`src/rtl/calPkg.sv`:
```
package calPkg;
  localparam int unsigned ADDR_W    = 4;
  localparam int unsigned DATA_W    = 8;
  localparam int unsigned NUM_BYTES = 10;

  localparam logic [ADDR_W-1:0] A_SEC   = 4'd0;
  localparam logic [ADDR_W-1:0] A_SECAL = 4'd1;
  localparam logic [ADDR_W-1:0] A_MIN   = 4'd2;
  localparam logic [ADDR_W-1:0] A_MINAL = 4'd3;
  localparam logic [ADDR_W-1:0] A_HR    = 4'd4;
  localparam logic [ADDR_W-1:0] A_HRAL  = 4'd5;
  localparam logic [ADDR_W-1:0] A_DOW   = 4'd6;
  localparam logic [ADDR_W-1:0] A_DATE  = 4'd7;
  localparam logic [ADDR_W-1:0] A_MON   = 4'd8;
  localparam logic [ADDR_W-1:0] A_YR    = 4'd9;

  typedef struct packed {
    logic doInc;
    logic doCmp;
    logic doLoad;
  } calStrobe_t;

  typedef struct packed {
    logic [5:0] sec;
    logic [5:0] min;
    logic [4:0] hr;
    logic [2:0] dow;
    logic [4:0] date;
    logic [3:0] mon;
    logic [6:0] yr;
  } calCount_t;

  function automatic logic [7:0] enc(input logic [6:0] v, input logic bin);
    return bin ? {1'b0, v} : {4'(v / 7'd10), 4'(v % 7'd10)};
  endfunction

  function automatic logic [6:0] dec(input logic [7:0] b, input logic bin);
    return bin ? b[6:0] : (7'(b[7:4]) * 7'd10 + 7'(b[3:0]));
  endfunction

  function automatic logic [7:0] hrEnc(input logic [4:0] h, input logic mode24, input logic bin);
    logic [4:0] h12;
    logic [7:0] b;
    if (mode24) return enc({2'b00, h}, bin);
    if (h == 5'd0)       h12 = 5'd12;
    else if (h > 5'd12)  h12 = h - 5'd12;
    else                 h12 = h;
    b = enc({2'b00, h12}, bin);
    return {(h >= 5'd12), b[6:0]};
  endfunction

  function automatic logic [4:0] hrDec(input logic [7:0] b, input logic mode24, input logic bin);
    logic [4:0] h12;
    if (mode24) return 5'(dec(b, bin));
    h12 = 5'(dec({1'b0, b[6:0]}, bin));
    if (h12 == 5'd12) return b[7] ? 5'd12 : 5'd0;
    return b[7] ? h12 + 5'd12 : h12;
  endfunction

  function automatic logic [4:0] daysIn(input logic [3:0] m, input logic [6:0] y);
    case (m)
      4'd2:                      return (y[1:0] == 2'b00) ? 5'd29 : 5'd28;
      4'd4, 4'd6, 4'd9, 4'd11:   return 5'd30;
      default:                   return 5'd31;
    endcase
  endfunction
endpackage

```
`src/rtl/calCtrl.sv`:
```
module calCtrl
  import calPkg::*;
(
  input  logic       clk,
  input  logic       rst_n,
  input  logic       tick,
  input  logic       setHold,
  output calStrobe_t strobe
);
  typedef enum logic [1:0] { ST_IDLE, ST_INC, ST_CMP } calState_e;

  calState_e state;
  logic      setPrev;

  always_ff @(posedge clk or negedge rst_n) begin
    if (!rst_n) begin
      state   <= ST_IDLE;
      setPrev <= 1'b0;
    end else begin
      setPrev <= setHold;
      case (state)
        ST_IDLE: if (tick) state <= ST_INC;
        ST_INC:  state <= ST_CMP;
        default: state <= ST_IDLE;
      endcase
    end
  end

  always_comb begin
    strobe.doLoad = setPrev & ~setHold;
    strobe.doInc  = (state == ST_INC);
    strobe.doCmp  = (state == ST_CMP);
  end
endmodule

```
`src/rtl/calData.sv`:
```
module calData
  import calPkg::*;
(
  input  logic              clk,
  input  logic              rst_n,
  input  calStrobe_t        strobe,
  input  logic              setHold,
  input  logic              binMode,
  input  logic              hr24,
  input  logic              dstEn,
  input  logic              wrEn,
  input  logic [ADDR_W-1:0] addr,
  input  logic [DATA_W-1:0] wrData,
  output logic [DATA_W-1:0] rdData,
  output logic              alarmHit,
  output logic              updateDone
);
  calCount_t         cnt, nxt, ld;
  logic              fallDone, nxtFall;
  logic              springJump, fallJump, lastSec;
  logic              secOk, minOk, hrOk;
  logic [DATA_W-1:0] userB [NUM_BYTES];
  logic [DATA_W-1:0] pubB  [NUM_BYTES];

  // next-second arithmetic on the canonical binary 24-hour count
  always_comb begin
    nxt     = cnt;
    nxtFall = fallDone;
    lastSec = (cnt.hr == 5'd1) && (cnt.min == 6'd59) && (cnt.sec == 6'd59) && (cnt.dow == 3'd1) && dstEn;
    springJump = lastSec && (cnt.mon == 4'd4)  && (cnt.date <= 5'd7);
    fallJump   = lastSec && (cnt.mon == 4'd10) && (cnt.date >= 5'd25) && !fallDone;
    if (cnt.sec < 6'd59) begin
      nxt.sec = cnt.sec + 6'd1;
    end else begin
      nxt.sec = 6'd0;
      if (cnt.min < 6'd59) begin
        nxt.min = cnt.min + 6'd1;
      end else begin
        nxt.min = 6'd0;
        if (springJump) begin
          nxt.hr = 5'd3;
        end else if (fallJump) begin
          nxt.hr  = 5'd1;
          nxtFall = 1'b1;
        end else if (cnt.hr < 5'd23) begin
          nxt.hr = cnt.hr + 5'd1;
        end else begin
          nxt.hr  = 5'd0;
          nxtFall = 1'b0;
          nxt.dow = (cnt.dow >= 3'd7) ? 3'd1 : cnt.dow + 3'd1;
          if (cnt.date < daysIn(cnt.mon, cnt.yr)) begin
            nxt.date = cnt.date + 5'd1;
          end else begin
            nxt.date = 5'd1;
            if (cnt.mon < 4'd12) begin
              nxt.mon = cnt.mon + 4'd1;
            end else begin
              nxt.mon = 4'd1;
              nxt.yr  = (cnt.yr >= 7'd99) ? 7'd0 : cnt.yr + 7'd1;
            end
          end
        end
      end
    end
  end

  // parse visible bytes into the count
  always_comb begin
    ld.sec  = 6'(dec(userB[A_SEC],  binMode));
    ld.min  = 6'(dec(userB[A_MIN],  binMode));
    ld.hr   = hrDec(userB[A_HR], hr24, binMode);
    ld.dow  = 3'(dec(userB[A_DOW],  binMode));
    ld.date = 5'(dec(userB[A_DATE], binMode));
    ld.mon  = 4'(dec(userB[A_MON],  binMode));
    ld.yr   = dec(userB[A_YR], binMode);
  end

  // format the count for publishing
  always_comb begin
    for (int i = 0; i < NUM_BYTES; i++) pubB[i] = '0;
    pubB[A_SEC]  = enc({1'b0, cnt.sec}, binMode);
    pubB[A_MIN]  = enc({1'b0, cnt.min}, binMode);
    pubB[A_HR]   = hrEnc(cnt.hr, hr24, binMode);
    pubB[A_DOW]  = enc({4'd0, cnt.dow}, binMode);
    pubB[A_DATE] = enc({2'd0, cnt.date}, binMode);
    pubB[A_MON]  = enc({3'd0, cnt.mon}, binMode);
    pubB[A_YR]   = enc(cnt.yr, binMode);
  end

  // alarm compare with don't-care codes
  always_comb begin
    secOk = (userB[A_SECAL][7:6] == 2'b11) || (dec(userB[A_SECAL], binMode) == {1'b0, cnt.sec});
    minOk = (userB[A_MINAL][7:6] == 2'b11) || (dec(userB[A_MINAL], binMode) == {1'b0, cnt.min});
    hrOk  = (userB[A_HRAL][7:6]  == 2'b11) || (hrDec(userB[A_HRAL], hr24, binMode) == cnt.hr);
  end

  always_ff @(posedge clk or negedge rst_n) begin
    if (!rst_n) begin
      cnt        <= '{sec: 6'd0, min: 6'd0, hr: 5'd0, dow: 3'd1, date: 5'd1, mon: 4'd1, yr: 7'd0};
      fallDone   <= 1'b0;
      alarmHit   <= 1'b0;
      updateDone <= 1'b0;
    end else begin
      alarmHit   <= strobe.doCmp && secOk && minOk && hrOk;
      updateDone <= strobe.doCmp;
      if (strobe.doLoad) begin
        cnt <= ld;
      end else if (strobe.doInc) begin
        cnt      <= nxt;
        fallDone <= nxtFall;
      end
    end
  end

  // visible byte file
  for (genvar i = 0; i < NUM_BYTES; i++) begin : gByte
    localparam bit          IS_TIME = (i >= 6) || ((i % 2) == 0);
    localparam bit          IS_SEC  = (i == 0);
    localparam logic [7:0]  RST_VAL = (i >= 6 && i <= 8) ? 8'h01 : 8'h00;
    logic [DATA_W-1:0] q;
    always_ff @(posedge clk or negedge rst_n) begin
      if (!rst_n) begin
        q <= RST_VAL;
      end else if (wrEn && (addr == ADDR_W'(i))) begin
        q <= IS_SEC ? {1'b0, wrData[6:0]} : wrData;
      end else if (IS_TIME && strobe.doCmp && !setHold) begin
        q <= pubB[i];
      end
    end
    assign userB[i] = q;
  end

  assign rdData = (addr < ADDR_W'(NUM_BYTES)) ? userB[addr] : '0;
endmodule

```
`src/rtl/calTop.sv`:
```
module calTop
  import calPkg::*;
(
  input  logic              clk,
  input  logic              rst_n,
  input  logic              tick,
  input  logic              setHold,
  input  logic              binMode,
  input  logic              hr24,
  input  logic              dstEn,
  input  logic              wrEn,
  input  logic [ADDR_W-1:0] addr,
  input  logic [DATA_W-1:0] wrData,
  output logic [DATA_W-1:0] rdData,
  output logic              alarmHit,
  output logic              updateDone
);
  calStrobe_t strobe;

  calCtrl uCtrl (
    .clk(clk), .rst_n(rst_n), .tick(tick), .setHold(setHold), .strobe(strobe)
  );

  calData uData (
    .clk(clk), .rst_n(rst_n), .strobe(strobe), .setHold(setHold),
    .binMode(binMode), .hr24(hr24), .dstEn(dstEn),
    .wrEn(wrEn), .addr(addr), .wrData(wrData), .rdData(rdData),
    .alarmHit(alarmHit), .updateDone(updateDone)
  );
endmodule

```
`config.mk`:
```
export PLATFORM = sky130hd
export DESIGN_NAME = calTop
export DESIGN_NICKNAME = d
export VERILOG_FILES = /design/src/rtl/calPkg.sv /design/src/rtl/calCtrl.sv /design/src/rtl/calData.sv /design/src/rtl/calTop.sv
export SDC_FILE = /design/constraint.sdc
export NUM_CORES = 1
export LEC_CHECK = 0
export BUFFER_PORTS_ARGS = -buffer_cell sky130_fd_sc_hd__buf_4
export CAP_MARGIN = 20
export CORE_MARGIN = 1
export CORE_UTILIZATION = 50
export CTS_CLUSTER_DIAMETER = 100
export DETAILED_ROUTE_END_ITERATION = 8
export HOLD_SLACK_MARGIN = 0.06
export PLACE_DENSITY = 0.66
export SLEW_MARGIN = 20
export SYNTH_ARGS = -nofsm -noshare
export SYNTH_HDL_FRONTEND = slang
export SYNTH_SLANG_ARGS = --single-unit
```
`constraint.sdc`:
```
create_clock -name clk -period 5.1 [get_ports clk]
set_input_delay 0.765 -clock clk [delete_from_list [all_inputs] [get_ports clk]]
set_output_delay 0.765 -clock clk [all_outputs]
set_load 0.02 [all_outputs]
```
Yosys cells after proc, flatten, opt, wreduce, memory -nomap -nowiden. Index checks and enable logic that the tools add are counted.

$add $sub $neg: 22. Multipliers: 12. Div/mod/pow operators: 16. $lt $le $gt $ge: 13. Equality and inequality tests: 38. Mux-type cells: 89. Bitwise operators: 7. Reduce and logical (&&, ||, !) cells: 47.

Operators with widths (number): 8-bit 2-to-1 mux (26); 5-bit 2-to-1 mux (27); 36-bit 2-to-1 mux (2); 19-bit 2-to-1 mux (3); 7-bit 2-to-1 mux (6); 8-bit binary-select mux with 4-bit select (1); 30-bit 2-to-1 mux (1); 5-bit by 4-bit adder with 5-bit output (5); 4-bit by 3-bit equality test with 1-bit output, second input constant (6); 24-bit 2-to-1 mux (1); 6-bit 2-to-1 mux (4); 1-bit logical AND (23); 7-bit by 4-bit adder with 7-bit output (3); 5-bit by 4-bit divider with 7-bit output, second input constant (3); 5-bit by 4-bit remainder unit with 7-bit output, second input constant (3); 4-bit equality test, second input constant (5); 4-bit by 3-bit multiplier with 6-bit output, second input constant (3); 4-bit 2-to-1 mux (4); 2-bit inequality test, second input constant (8); 2-bit nonzero test (8); 6-bit by 4-bit divider with 7-bit output, second input constant (2); 7-bit by 6-bit equality test with 1-bit output (2); 6-bit by 4-bit remainder unit with 7-bit output, second input constant (2); 6-bit by 1-bit adder with 6-bit output, second input constant (2); other kinds (60) (94).

Register bits: 122. Input port bits: 20. Output and inout bits: 10.

Longest topological paths before layout.
Word-level depth: 21. Mapped depth: 17.

Cells and area by module. A second synthesis with hierarchy kept.

Cells, all modules: 1396. Area total of the unflattened synthesis: 11468.5 um^2.

By module, submodules not included: calData (instances 1, cells each 1388, area each 11355.9 um^2); calCtrl (instances 1, cells each 8, area each 112.6 um^2).

Least setup slack after synthesis. Ideal clock, no wire load.

Kind: reg2reg. Start: register uData.cnt[20] in the netlist's numbering. End: register uData.gByte[4].q[4]. Library setup time: 0.132 ns. Arrival time: 3.644 ns. Required time: 4.968 ns. Path slack: 1.324 ns. Cell stages (with the launch flop): 18. Path buffers: 1. Clock period less this slack: 3.776 ns. Cell sequence: dfrtp_1 -> clkbuf_1 -> inv_1 -> ha_1 -> a21boi_0 -> o21bai_1 -> a21oi_1 -> ha_1 -> inv_1 -> ha_1 -> a31oi_4 -> xnor2_1 -> ha_1 -> a21oi_1 -> a221o_1 -> mux4_2 -> nor2_1 -> o22ai_1.

Longest elaborated chain between the ends: 9. Elaborated cells between the ends (all ways): 14. Those cells by class: add/sub: 1; div: 2; order compare: 1; mux: 9; reduce/logical: 1.

RTL lines: start, declared (line calData.sv:18) `calCount_t cnt, nxt, ld;`; start signal, assigned (line calData.sv:99) `cnt <= '{sec: 6'd0, min: 6'd0, hr: 5'd0, dow: 3'd1, date: 5'd1, mon: 4'd1, yr: 7'd0};`; start signal, assigned (line calData.sv:107) `cnt <= ld;`; start signal, assigned (line calData.sv:109) `cnt <= nxt;`; 5-bit by 4-bit subtractor with 5-bit output / 5-bit by 4-bit greater-than comparator with 1-bit output (equally long branches) (line calPkg.sv:46) `else if (h > 5'd12) h12 = h - 5'd12;`; 5-bit 2-to-1 mux (line calPkg.sv:46); 5-bit 2-to-1 mux (2 in a row) (line calPkg.sv:45) `if (h == 5'd0) h12 = 5'd12;`; 5-bit by 4-bit divider with 7-bit output (line calPkg.sv:34) `return bin ? {1'b0, v} : {4'(v / 7'd10), 4'(v % 7'd10)};`; 7-bit 2-to-1 mux (line calPkg.sv:34); 8-bit 2-to-1 mux * (line calPkg.sv:45); 8-bit 2-to-1 mux * (line calData.sv:126) `end else if (IS_TIME && strobe.doCmp && !setHold) begin`; 8-bit 2-to-1 mux * (line calData.sv:124) `end else if (wrEn && (addr == ADDR_W'(i))) begin`; end signal, assigned (line calData.sv:125) `q <= IS_SEC ? {1'b0, wrData[6:0]} : wrData;`; end signal, assigned (line calData.sv:127) `q <= pubB[i];`; end, declared (line calData.sv:120) `logic [DATA_W-1:0] q;`.

Mark *: on every way between the ends. The rest lies on a longest branch, timed or not. The select of a mux whose other input is x is not followed. A chain may end at the register's enable or synchronous reset.

Worst setup path in the final report. Same ends and word-level chain as after synthesis.

==> summary.md <==
| Metric | Value |
|---|---|
| Setup CP Type | `reg2reg` |
| Top cell type by total area after synthesis | `dfrtp_1` |
| # hold bufs at CTS | `0` |
| Post-Route Skew | `just over 10 ps` |
| Post-route ant nets | `0` |
| Number of synthesized register bits | `about 120` |
| Syn Area/Cell | `just over 8 um^2` |
| Layout cells sized above 1 | `a little over a tenth` |
| Crit path DAT | `between 4000 and 5000 ps` |
| Max VDD drop | `0.372 mV` |
| Num CTS Buffers | `17` |
| Least-Margin Pin Slew | `1040 ps` |
| Sequential-to-total area share from yosys stat | `27.2%` |
| Critical path launch point type | `flip-flop` |
| I/O pin count | `30` |
| WL per Instance | `just over 20 um` |
| Post-CTS setup buffer count | `0` |
| Clk Latency, worst-skew pair | `430 ps` |
| Die height | `between 150 and 200 um` |
| Die Wd | `between 150 and 200 um` |
| CTS tree | `built` |
| Yosys cell types | `78` |
| Vias per cell | `6.36` |
| Worst min-delay path class | `in2async` |
| Post-CTS Resized | `0` |
| Unrepaired setup endpoints after global routing | `false` |
| Yosys top cell area share | `25.8%` |
| CP Capture Type | `flip-flop` |
| Clk slew on worst S/H paths | `60 ps` |
| Clock root cell | `clkbuf_16` |
| Yosys Warn Count | `0` |
| PwrDens | `between 600 and 700 nW/um^2` |
| Syn Inst Count | `approximately 1,300` |
| Tmin final | `roughly 4200 ps` |
| Critical path required time | `between 5000 and 6000 ps` |
| Number of synthesized flops with an enable pin | `0` |
| Initial Util | `51.1%` |
| Pin count of the biggest net entering global routing | `53` |
| Area growth from synthesis to layout | `7.97%` |
| Ys async rst share | `between 90% and 100%` |
| Clock sink count | `approximately 120` |
| Maximum fanout along the worst path | `12` |
| Prevailing post-synth register cell | `dfrtp_1` |
| Drt initial violations | `just over 800` |
| Tot GR Track Use | `between 30% and 40%` |
| NumNets Final | `1,440` |
| Drt total wl | `~33,000 um` |
| Max frequency | `roughly 240 MHz` |
| First drt pass iteration count | `5` |
| Congestion Overflow GR | `0` |
| First-pass GRT wire length | `between 50,000 and 60,000 um` |
| Via count | `10,214` |
| # setup viols final | `0` |
| DRC Markers | `0` |
| Die ar. | `roughly 23,000 um^2` |
| Synth Cell Area | `between 10,000 and 15,000 um^2` |
| Synthesized Nets | `1,473` |
| Hpwl dp | `~24,000 um` |
| Initial antenna violation count | `1` |
| Tcrit/Tclk final | `roughly four fifths` |
| Max_cap viols | `0` |
| Synth top area cells | `dfrtp_1, ha_1, o21ai_0, nand2_1, a21oi_1` |
| Vias in the first global route | `9,380` |
| Fin. max-slew vios | `0` |
| GP Congestion | `between 0.9 and 1` |
| Setup tns final | `0 ps` |
| Clock tree buffer depth | `2` |
| # rows | `54` |
| PortBufs | `29` |
| Diode count | `0` |
| Final hold vios | `0` |
| Relative slew slack | `a little under a third` |
| Core Area | `21,800 um^2` |
| Status | `finished clean` |
| H-tree levels | `4` |
| Leakage | `between 5 and 6 nW` |
| Power Total | `between 7 and 8 mW` |
[flip-flops by register name, indices dropped and copies added (netlist names)]
signal and cells:
uData.cnt 36, uData.alarmHit 1, uCtrl.setPrev 1, uData.fallDone 1
uCtrl.state 2, uData.updateDone 1, uData.gByte.q 79
[power by group]
part	switching, mW	total, mW	leakage (nW)	internal [mW]
clock network	0.463	1.19	0.261	0.729
registers	0.841	2.17	1.47	1.32
logic	2.18	4.04	3.34	1.86
total	3.48	7.40	5.07	3.92
[routing by layer]
layer / track usage [%] / vias to the layer above / wire (um)
li1: - / 4809 / -
met2: 44.5 / 392 / 14400
met4: 11.1 / 0 / 978
met1: 43.5 / 4961 / 15200
met3: 6.78 / 52 / 2600
met5: 0 / - / 0
[metrics by stage]
step	utilization [%]	std cells	instance area [um^2]	setup WS, ps	hold WS (ps)
global route	55.1	1607	12000	589	311
global placement	52.4	1573	11400	1090	422
floorplan	-	1347	11100	1320	413
CTS	55.1	1605	12000	989	294
finish	55.1	1607	12000	942	284
detailed placement	52.4	1573	11400	994	429
[cell type report]
type | count | area, um^2
clock inverter | 11 | 124
clock buffer | 21 | 450
inverter | 78 | 293
sequential | 121 | 3040
tap | 280 | 350
fill | 2027 | 9790
timing repair buffer | 42 | 315
multi-input combinational | 1054 | 7460
[cell usage in the layout (no fill, tap or decap), drive strengths merged, types with 7 or more instances in the layout]
cell type,n
xnor2,44
a221oi,11
o22ai,11
nor2b,22
nor2,91
a31oi,25
nand2b,24
a21oi,91
a21o,10
a211oi,22
mux4,16
mux2,28
nor3,23
dfrtp,115
ha,94
clkbuf,21
fa,12
and3,15
xor2,22
nor4,7
o311ai,8
nand3,22
nand2,152
o211ai,12
mux2i,29
a32oi,8
inv,75
buf,42
a22oi,9
o221ai,7
o31ai,9
o21ai,141
[worst max-delay path: stages (launching register included)]
cell and delay (ps):
dfrtp_1 580, inv_1 140, ha_1 310, a21boi_0 200
o21bai_1 120, a21oi_1 400, ha_1 210, inv_1 40
ha_1 210, a31oi_4 270, xnor2_1 160, ha_1 230
a21oi_1 80, a221o_1 420, mux4_2 470, nor2_1 90
o22ai_1 100
[logic make-up (layout without fill, tap and decap cells)]
group / after synthesis / count (layout) / share of synthesized area, %
DFF: 121 / 121 / 27.2
muxes: 73 / 73 / 8.67
AOI/OAI and AO/OA: 420 / 420 / 24.0
adders and majority gates: 106 / 106 / 12.7
buffers and inverters: 172 / 152 / 5.85
and+or+nand+nor: 388 / 388 / 16.1
xor gates and xnor gates: 67 / 67 / 5.39
[synth_stat cells (15+ instances only)]
| cell | n |
|---|---|
| nand3_1 | 22 |
| a31oi_1 | 24 |
| ha_1 | 94 |
| o21ai_0 | 139 |
| dfrtp_1 | 115 |
| clkbuf_1 | 71 |
| nor2b_1 | 22 |
| mux4_2 | 16 |
| inv_1 | 74 |
| nand2_1 | 152 |
| nor3_1 | 22 |
| mux2i_1 | 29 |
| nor2_1 | 91 |
| a21oi_1 | 91 |
| nand2b_1 | 24 |
| xnor2_1 | 44 |
| buf_1 | 18 |
| xor2_1 | 22 |
| a211oi_1 | 21 |
| mux2_2 | 28 |
| and3_1 | 15 |
[worst paths after layout]
check,startpoint,endpoint,slack [ps],cells after the start
min in group clk,uCtrl.state[1]$_DFFE_PN0P_,uCtrl.state[0]$_DFFE_PN0P_,430,1
worst min register to register,uCtrl.state[1]$_DFFE_PN0P_,uCtrl.state[0]$_DFFE_PN0P_,430,1
worst max register to register,uData.cnt[20]$_DFFE_PN0P_,uData.gByte[4].q[4]$_DFFE_PN0P_,940,16
worst max-delay path,uData.cnt[20]$_DFFE_PN0P_,uData.gByte[4].q[4]$_DFFE_PN0P_,940,16
worst min-delay path,rst_n,uData.cnt[4]$_DFFE_PN0P_,280,1
max in group asynchronous,rst_n,uData.cnt[14]$_DFFE_PN0P_,3740,2
(Power assumes the default switching activity.)
